[src/rtl/fba_pkg.sv]
package fba_pkg;
    localparam int STAGES     = 5;
    localparam int FULL_STAGE = 1;
    localparam int VBASE_W    = STAGES;
    localparam int CBASE_W    = STAGES - 1;
    localparam int CNT_W      = 2;
    localparam int IDX_W      = CNT_W + 1;
    localparam int REG_W      = 2 * CBASE_W;

    typedef enum logic {
        PH_MATRIX = 1'b0,
        PH_CHAR   = 1'b1
    } fetch_phase_e;
endpackage

[src/rtl/fba_half.sv]
module fba_half (
    input  logic x_i,
    input  logic y_i,
    output logic sum_o,
    output logic cout_o
);
    assign sum_o  = x_i ^ y_i;
    assign cout_o = x_i & y_i;
endmodule

[src/rtl/fba_full.sv]
module fba_full (
    input  logic x_i,
    input  logic y_i,
    input  logic cin_i,
    output logic sum_o,
    output logic cout_o
);
    assign sum_o  = x_i ^ y_i ^ cin_i;
    assign cout_o = (x_i & y_i) | (cin_i & (x_i ^ y_i));
endmodule

[src/rtl/fba_sum_only.sv]
module fba_sum_only (
    input  logic x_i,
    input  logic cin_i,
    output logic sum_o
);
    assign sum_o = x_i ^ cin_i;
endmodule

[src/rtl/fba_operand_steer.sv]
module fba_operand_steer
    import fba_pkg::*;
(
    input  logic               phase_char_i,
    input  logic [REG_W-1:0]   base_reg_i,
    input  logic               vbase9_i,
    input  logic [CNT_W-1:0]   mtx_cnt_hi_i,
    input  logic [CNT_W-1:0]   cell_idx_up_i,
    output logic [STAGES-1:0]  opa_o,
    output logic [CNT_W-1:0]   opb_o
);
    fetch_phase_e phase;
    assign phase = fetch_phase_e'(phase_char_i);

    always_comb begin
        unique case (phase)
            PH_MATRIX: begin
                opa_o = {base_reg_i[REG_W-1:CBASE_W], vbase9_i};
                opb_o = mtx_cnt_hi_i;
            end
            PH_CHAR: begin
                opa_o = {1'b0, base_reg_i[CBASE_W-1:0]};
                opb_o = cell_idx_up_i;
            end
            default: begin
                opa_o = '0;
                opb_o = '0;
            end
        endcase
    end
endmodule

[src/rtl/fba_result_steer.sv]
module fba_result_steer
    import fba_pkg::*;
(
    input  logic              phase_char_i,
    input  logic [STAGES-1:0] sums_i,
    input  logic              idx9_i,
    output logic [STAGES-1:0] addr_n_o
);
    fetch_phase_e phase;
    assign phase = fetch_phase_e'(phase_char_i);

    always_comb begin
        unique case (phase)
            PH_MATRIX: addr_n_o = ~sums_i;
            PH_CHAR:   addr_n_o = ~{sums_i[STAGES-2:0], idx9_i};
            default:   addr_n_o = '1;
        endcase
    end
endmodule

[src/rtl/fetch_base_adder.sv]
module fetch_base_adder
    import fba_pkg::*;
(
    input  logic                 phase_char_i,
    input  logic [REG_W-1:0]     base_reg_i,
    input  logic                 vbase9_i,
    input  logic [CNT_W-1:0]     mtx_cnt_hi_i,
    input  logic [IDX_W-1:0]     cell_idx_hi_i,
    output logic [STAGES-1:0]    addr_n_o
);
    logic [STAGES-1:0] opa;
    logic [CNT_W-1:0]  opb;
    logic [STAGES-1:0] sums;
    logic [STAGES-2:0] carry;

    fba_operand_steer u_ops (
        .phase_char_i  (phase_char_i),
        .base_reg_i    (base_reg_i),
        .vbase9_i      (vbase9_i),
        .mtx_cnt_hi_i  (mtx_cnt_hi_i),
        .cell_idx_up_i (cell_idx_hi_i[IDX_W-1:1]),
        .opa_o         (opa),
        .opb_o         (opb)
    );

    for (genvar k = 0; k < STAGES; k++) begin : g_stage
        if (k == 0) begin : g_first
            fba_half u_add (
                .x_i(opa[k]), .y_i(opb[0]),
                .sum_o(sums[k]), .cout_o(carry[k])
            );
        end else if (k == FULL_STAGE) begin : g_full
            fba_full u_add (
                .x_i(opa[k]), .y_i(opb[1]), .cin_i(carry[k-1]),
                .sum_o(sums[k]), .cout_o(carry[k])
            );
        end else if (k == STAGES - 1) begin : g_last
            fba_sum_only u_add (
                .x_i(opa[k]), .cin_i(carry[k-1]), .sum_o(sums[k])
            );
        end else begin : g_mid
            fba_half u_add (
                .x_i(opa[k]), .y_i(carry[k-1]),
                .sum_o(sums[k]), .cout_o(carry[k])
            );
        end
    end

    fba_result_steer u_out (
        .phase_char_i (phase_char_i),
        .sums_i       (sums),
        .idx9_i       (cell_idx_hi_i[0]),
        .addr_n_o     (addr_n_o)
    );
endmodule

[config.mk]
export PLATFORM = sky130hd
export DESIGN_NAME = fetch_base_adder
export DESIGN_NICKNAME = d
export VERILOG_FILES = /design/src/rtl/fba_pkg.sv /design/src/rtl/fba_half.sv /design/src/rtl/fba_full.sv /design/src/rtl/fba_sum_only.sv /design/src/rtl/fba_operand_steer.sv /design/src/rtl/fba_result_steer.sv /design/src/rtl/fetch_base_adder.sv
export SDC_FILE = /design/constraint.sdc
export NUM_CORES = 1
export LEC_CHECK = 0
export BUFFER_PORTS_ARGS = -buffer_cell sky130_fd_sc_hd__buf_2
export CORE_AREA = 2 2 39 41
export DETAILED_ROUTE_END_ITERATION = 16
export DIE_AREA = 0 0 41 43
export PLACE_DENSITY = 0.45
export SLEW_MARGIN = 10
export SYNTH_ARGS = -nofsm -noshare
export SYNTH_HDL_FRONTEND = slang
export SYNTH_SLANG_ARGS = --single-unit
[constraint.sdc]
create_clock -name vclk -period 5.7
set_input_delay 1.14 -clock vclk [all_inputs]
set_output_delay 1.14 -clock vclk [all_outputs]
set_load 0.1 [all_outputs]
==> metrics list, run 1 <==
- Slowest stage cell, crit path: buf_2
- The finished cells cover 323 um2.
- The cell count after synthesis came out at 17.
* Count of pins over their slew limit: 0
* Setup bufs post-CTS: 0
- In the layout the commonest cells are buf_2, mux2i_1, mux2_4, ha_1.
- Cell area after synthesis: about 210 um2
- The worst setup path is launched from an input pin.
- The hold violation total from the final report is 0.
- Setup repair after global routing missed its margin: false
- After synthesis, the netlist uses 7 different library cells.
- Once the floorplan was initialized, standard cells occupied approximately 15% of the core.
* Total nets after synthesis: 36
- The worst pin sits at a relative slew slack of 67.4%.
* Die area: between 1500 and 2000 um2
- Proportion of netlist area held by the largest area contributor: approximately a third
- Detailed placement ended at an HPWL of 414 um.
- Worst Tran Pin Value: 0.492 ns
- Across the run, the number of max-cap violations was 0.
* Global placer's final weighted congestion: ~0.59
- In the final routed layout, each cell accounts on average for about 8.3 um.
- STA puts the critical path data required time at roughly 4.6 ns.
* Total Power Consumption: roughly 82 uW
* Arrival time at the worst endpoint: between 3 and 4 ns
- Time the final worst path needs with I/O delays and setup: between 4 and 5 ns
- The placed instances occupy a cell area of 323 um2.
- DRC violation total after the first TritonRoute iteration: 0
- Power density over the cells: between 200 and 300 nW/um2
* LEAKAGE: 0.191 nW
* Max incr delay on CP: around 0.44 ns
- In this run, post-CTS hold repair placed 0 buffers.
- Most common library cell in the layout ignoring fill and taps: buf_2
- Port-buffer cells: 20
- Of the synthesized area, sequential elements account for 0%.
- 20 I/O pins were placed.
* Cells resized by post-CTS repair: 0
- The total area inside the core boundary comes to roughly 1400 um2.
* Crit path max fanout: 11
* Number of non-filler instances in the completed layout: 52
- The worst hold path belongs to the class in -> out.
* Fill count: 154
* Largest net degree at the start of global routing: 12
- The flow ran to the end, and the final reports show no timing, DRC or antenna violations.
- First-pass GRT wire length: 759 um
- Setup violations remaining at the end of the flow were counted as 0.
- Number of antenna violations at the first check in global routing: 0
- In the finished design the tool counted flip-flops and latches totalling 0.
* Post-route antenna net violation count: 0
- Across every metal layer, demand over resource in global routing totals 5.71%.
- # nets final: 57
* Upper clock frequency limit: 0.221 GHz
- Row cnt: 14
- Cell total after placement: 52
* Area of the multi-input gates: between 200 and 250 um2
* Clock buf count: 0
- STA classifies the critical path endpoint as a primary output.
* Mean cell area of the mapped netlist: 12.6 um2
- Routed vias: roughly 200
- For this block, the routed nets add up to 434 um of wire.
- Setup total negative slack on the finished layout was measured at 0 ns.
- Global routing finished with a remaining overflow of 0.
- Category of the most critical setup path: in -> out
- In this run the horizontal extent of the chip is 41 um.
- Total number of yosys warnings: 0
- Share of the cycle needed by the critical path after routing: 79.5%
- The number of global-route vias before repair was ~200.
* Post-DR vias/cell: approximately 3.8
- Worst VDD drop: between 0.04 and 0.05 mV
* Area growth from synthesis to final layout: 50.9%
* ANT cells: 0
* Synth top area cells: mux2_4, mux2i_1, ha_1
- After detailed routing, the number of remaining DRC violations is 0.
- Height of the chip: about 43 um
- FF+latch area: 0 um2
* Leading area contributor after synthesis: mux2_4
- Final hold analysis gives a worst-case slack of approximately 2.7 ns.
* Most used cell, CP: ha_1
- Fraction of layout instances using a drive strength above 1: between 70% and 80%
* Total iterations of the first detailed-routing run: 1
- Walking the worst path, the cells encountered are buf_2, mux2_4, ha_1, fa_1, ha_1, ha_1, xor2_1, mux2i_1, buf_2.
==> cells in the mapped netlist <==
| cell type | n |
|---|---|
| buf_6 | 1 |
| fa_1 | 1 |
| ha_1 | 3 |
| mux2_2 | 1 |
| mux2_4 | 5 |
| mux2i_1 | 5 |
| xor2_1 | 1 |
==> routing by layer <==
layer	track usage, %	routed length (um)
met1	6.05	133
met2	11.9	292
met3	0	9
met4	0	0
met5	0	0
==> through the flow <==
step	worst slack [ns]	utilization (%)
floorplan	0.403	-
global placement	1.14	23.3
detailed placement	1.14	23.3
CTS	1.14	23.3
global route	1.01	23.3
finish	1.17	23.3
==> worst max-delay path, delay by kind of cell <==
family	cells	cell delay, ns
xor+xnor	1	0.14
fa+ha+maj	4	0.94
mux	2	0.45
buf+inv	2	0.72
==> logic make-up (layout without fill, tap and decap cells) <==
| logic type | count (synthesis) | count (layout) | synth area share, % |
|---|---|---|---|
| buffers and inverters | 1 | 20 | 5.26 |
| xor gates and xnor gates | 1 | 1 | 4.09 |
| adders and majority gates | 4 | 4 | 26.9 |
| muxes | 11 | 11 | 63.7 |
==> power by group <==
part           switching, mW  internal, mW
Combinational         0.0626        0.0190
Clock                      0             0
Sequential                 0             0
==> path summary, 6_finish.rpt <==
path | from | cells past startpoint | end | slack, ns
worst max-delay path | phase_char_i | 9 | addr_n_o[4] | 1.17
worst min-delay path | cell_idx_hi_i[0] | 3 | addr_n_o[0] | 2.70
==> final cells by class <==
cell class,count,share of cell area [%]
well taps,16,6.20
repair buffers,20,31.0
multi-input cells,16,62.8
Note: power is estimated with default switching activity, not from simulation.
==> run 2: changes to the inputs <==
Settings changed: PLACE_DENSITY 0.45 to 0.46.
Clock period 5.7 ns to 3.7 ns, I/O delays scaled along.
==> metrics list, run 2 (same netlist as run 1, synthesis figures left out) <==
- Outcome: finished, final reports clean
- The layout clock buffer count came to 0 (unchanged).
- Pre-CTS worst setup slack: 0.236 ns (-0.907 ns)
- The worst setup path is captured at a primary output.
- The top cell types in the final layout, fill and taps aside, are buf_2, mux2_4, mux2i_2, buf_12, ha_1.
* Setup bufs post-CTS: 0 (unchanged)
- Share of the cycle needed by the critical path after routing: between 90% and 100%
- The first-pass GRT wire length came to 710 um (-6.5%).
* Fraction of layout instances using a drive strength above 1: 84.2% (+12 points)
- Type of element launching the critical path: input pin
* Total gr overflow: 0 (unchanged)
- The worst slack on hold paths is 1.89 ns (-0.813 ns).
- Crit path max fanout: 5 (-6)
- The final non-filler cell total was 54 (+3.8%).
* Placeable core region: 1380 um2 (unchanged)
* Arrival time at the worst endpoint: 2.71 ns (-0.68 ns)
- Post-DR vias/cell: 4.00 (+4.5%)
- Final instance area: 413 um2 (+28%)
* Setup slack after layout: 0.247 ns (-0.923 ns)
- Height of the chip: 43 um (unchanged)
- The count of sequential standard cells is 0 (unchanged).
* I/O pin cnt: 20 (unchanged)
- LEAKAGE: 0.216 nW (+13%)
- The multi-input combinational cell area is 218 um2 (+7.4%).
- Maximum Capacitance Violations: 0 (unchanged)
- Final setup TNS: 0 ns (unchanged)
- Post-route antenna net violation count: 0 (unchanged)
- The initial DRC count came to 0 (unchanged).
- Row cnt: 14 (unchanged)
- The final net count was 59 (+3.5%).
- The cts-stage hold buffer count is 0 (unchanged).
* Global placer's final weighted congestion: 0.669 (+13%)
* Detail Placement HPWL: 463 um (+12%)
- Total GRT Usage: 5.32% (-0.38 points)
- The pin slew with the least headroom to its limit was 0.483 ns (-0.00867 ns).
* Port-buffer cells: 20 (unchanged)
* FF+latch area: 0 um2 (unchanged)
- The count of final max-slew check failures came to 0 (unchanged).
* Worst VDD drop: 0.0913 mV (+110%)
- The library cell used most frequently in the layout, excluding fill and tap cells, is buf_2.
- DRC violations left: 0 (unchanged)
- The final antenna diode count was 0 (unchanged).
* Largest net degree at the start of global routing: 6 (-6)
- Final hold violations: 0 (unchanged)
- Cells resized by post-CTS repair: 0 (unchanged)
- For the finished layout, the period the worst path requires is approximately 3.5 ns.
- Upper clock frequency limit: 0.290 GHz
- The total via count in the routed design was 216 (+8.5%).
- The final number of setup-violating endpoints came to 0 (unchanged).
- Fill count: 145 (-5.8%)
- Setup repair after global routing missed its margin: false
* Category of the most critical setup path: in -> out
- The average wire per cell in the routed design is 8.85 um (+6.1%).
- Detailed Route WL: 478 um (+10%)
* Total iterations of the first detailed-routing run: 1 (unchanged)
- Via count of the first global-routing pass: 211 (+6.0%)
* Cell total after placement: 54 (+3.8%)
- Power density over the cells: 409 nW/um2 (+62%)
- Relative to the synthesized area, the layout overhead comes to 93.0%.
- The tightest min-delay check is of the in -> out type.
- The initial core utilization is 15.5% (unchanged).
* Capturing element of the worst setup path: addr_n_o[3]
- The critical path data required time was 2.96 ns (-1.60 ns).
- The critical path starts at phase_char_i.
* Die area: 1760 um2 (unchanged)
- The number of antenna violations at the first check in global routing is 0 (unchanged).
- The worst slew margin relative to its limit came to 68.0% (+0.57 points).
- The standard cell area after detailed placement came to 413 um2 (+28%).
- Chip width: 41 um (unchanged)
run 2: cell count changes in the layout (fill, tap and decap cells not counted):
cell and delta:
buf_2 -4, mux2i_2 +4, buf_4 +2, mux2i_1 -4, buf_12 +4
run 2: worst min path at each step:
stage,start,end,slack [ns],depth (start not counted)
finish,cell_idx_hi_i[0],addr_n_o[0],1.89,3
global placement,cell_idx_hi_i[0],addr_n_o[0],1.89,3
CTS,cell_idx_hi_i[0],addr_n_o[0],1.89,3
floorplan,phase_char_i,addr_n_o[1],1.98,2
detailed placement,cell_idx_hi_i[0],addr_n_o[0],1.89,3
global route,cell_idx_hi_i[0],addr_n_o[0],1.91,3
run 2: power by group:
part           leakage [nW]  internal, mW  total, mW  switching [mW]
registers                 0             0          0               0
clock network             0             0          0               0
logic                 0.216        0.0638      0.169           0.105
run 2: layer usage:
layer,wire length (um),global-route usage (%),up-vias,share of wire [%]
met5,0,0,-,0
met4,0,0,0,0
met3,3,0,0,0.63
met2,313,11.9,1,65
met1,161,4.82,109,34
li1,-,-,106,-
run 2: per-stage QoR:
step / utilization, % / total power [mW]
finish: 29.8 / 0.169
global route: 29.8 / 0.176
CTS: 29.8 / 0.171
detailed placement: 29.8 / 0.171
global placement: 29.8 / 0.170
floorplan: - / 0.115
run 2: final cells by class:
cell class / instances / area share [%]
Multi-Input combinational cell: 16 / 52.7
Tap cell: 16 / 4.85
Timing Repair Buffer: 22 / 42.4
run 2: worst max-delay path, cell delays in order:
cell	delay, ns
buf_2	0.15
mux2_4	0.31
ha_1	0.21
fa_1	0.37
ha_1	0.19
ha_1	0.31
mux2i_2	0.22
buf_12	0.21
==> run 3: changes to the inputs <==
Settings changed: PLACE_DENSITY 0.46 to 0.45.
Clock period 3.7 ns to 3.8 ns, I/O delays scaled along.
==> metrics list, run 3 (same netlist as run 1, synthesis figures left out) <==
- The final net count came to 58 (-1.7%).
- Via count of the first global-routing pass: 223 (+5.7%)
- The power per cell area is 399 nW/um2 (-2.6%).
- The number of gates resized after CTS came to 0 (unchanged).
- The pin slew with the least headroom to its limit is 0.489 ns (+0.00596 ns).
- The number of rows in the core area came to 14 (unchanged).
- Count of pins over their slew limit: 0 (unchanged)
* Die area: 1760 um2 (unchanged)
- Total gr overflow: 0 (unchanged)
- Outcome: finished, final reports clean
- The final number of setup-violating endpoints was 0 (unchanged).
- Post-DR vias/cell: 4.02 (+0.47%)
* Time the final worst path needs with I/O delays and setup: 3.53 ns
- Count of hold buffers inserted by post-cts repair: 0 (unchanged)
- Setup repair after global routing missed its margin: false
* Type of element launching the critical path: input pin
- Worst min-delay path category: in -> out
- The initial core utilization came to 15.5% (unchanged).
- The initial DRC count is 0 (unchanged).
- FF+latch area: 0 um2 (unchanged)
* ANT cells: 0 (unchanged)
- The reported leakage power came to 0.206 nW (-4.8%).
- The average wire per cell in the routed design was 9.17 um (+3.6%).
- Worst VDD drop: 0.122 mV (+34%)
- Fraction of layout instances using a drive strength above 1: 83.8% (-0.43 points)
* CP endpoint kind: primary output
- Relative max-transition margin: 67.6% (-0.39 points)
- The chip height was 43 um (unchanged).
- Global placer's final weighted congestion: 0.629 (-6.0%)
* Setup slack after layout: 0.274 ns (+0.0270 ns)
* Placeable core region: 1380 um2 (unchanged)
- The hold violation total from the final report is 0 (unchanged).
* Total iterations of the first detailed-routing run: 1 (unchanged)
- Area of the multi-input gates: 218 um2 (unchanged)
* Hold_ws: 1.94 ns (+0.0477 ns)
- The number of max-cap violations is 0 (unchanged).
* Number of antenna violations at the first check in global routing: 0 (unchanged)
- Share of the cycle needed by the critical path after routing: around 93%
* Total GRT Usage: 6.12% (+0.80 points)
* Top library cells by usage in the layout, fill and taps aside: buf_2, mux2_4, mux2i_2, ha_1, buf_12
* Arrival time at the worst endpoint: 2.77 ns (+0.06 ns)
* Post-route antenna net violation count: 0 (unchanged)
* Most common library cell in the layout ignoring fill and taps: buf_2
* Port-buffer cells: 20 (unchanged)
* Category of the most critical setup path: in -> out
* Largest net degree at the start of global routing: 7 (+1)
* Chip width: 41 um (unchanged)
- First-pass GRT wire length: 800 um (+13%)
* Upper clock frequency limit: between 0.2 and 0.3 GHz
* Pre-CTS worst setup slack: 0.258 ns (+0.0224 ns)
- Seq Cell Count: 0 (unchanged)
* Detailed Route WL: 486 um (+1.7%)
- The peak fanout along the critical path was 6 (+1).
- The buffer count from post-CTS setup fixing is 0 (unchanged).
- The total DRC errors in the routed layout was 0 (unchanged).
* Clock buf count: 0 (unchanged)
* I/O pin cnt: 20 (unchanged)
- The total via count in the routed design came to 213 (-1.4%).
- Area growth from synthesis to final layout: 82.5%
- Data required, critical path: 3.04 ns (+0.08 ns)
- Fill count: 153 (+5.5%)
- Final core utilization: 28.2% (-1.6 points)
## run 3: worst paths after layout
path          end  cells past startpoint              from
max   addr_n_o[3]                      8      phase_char_i
min   addr_n_o[0]                      3  cell_idx_hi_i[0]
## run 3: final cells by class
class                           instances  area share (%)
Tap cell                               16            5.13
Timing Repair Buffer                   21            39.1
Multi-Input combinational cell         16            55.8
## run 3: where the power goes
| part | leakage (nW) | switching, mW | internal (mW) |
|---|---|---|---|
| Clock | 0 | 0 | 0 |
| Sequential | 0 | 0 | 0 |
| Combinational | 0.206 | 0.101 | 0.0542 |
| Total | 0.206 | 0.101 | 0.0542 |
## run 3: stage by stage
stage / TNS [ns] / std cells / cell area [um2] / total power [mW]
after floorplan: -0.552 / 17 / 229 / 0.112
after global placement: 0 / 53 / 390 / 0.157
after detailed placement: 0 / 53 / 390 / 0.157
after CTS: 0 / 53 / 390 / 0.157
after global routing: 0 / 53 / 390 / 0.162
final: 0 / 53 / 390 / 0.156
## run 3: worst max-delay path: stages
cell and delay (ns):
buf_2 0.19, mux2_4 0.32, ha_1 0.21, fa_1 0.36
ha_1 0.19, ha_1 0.31, mux2i_2 0.22, buf_12 0.21
## run 3: per-layer routing
| metal | global-route usage (%) | share of wire, % |
|---|---|---|
| met2 | 12.5 | 62 |
| met1 | 6.75 | 36 |
| met4 | 0 | 0 |
| met5 | 0 | 0 |
| met3 | 0 | 0.82 |
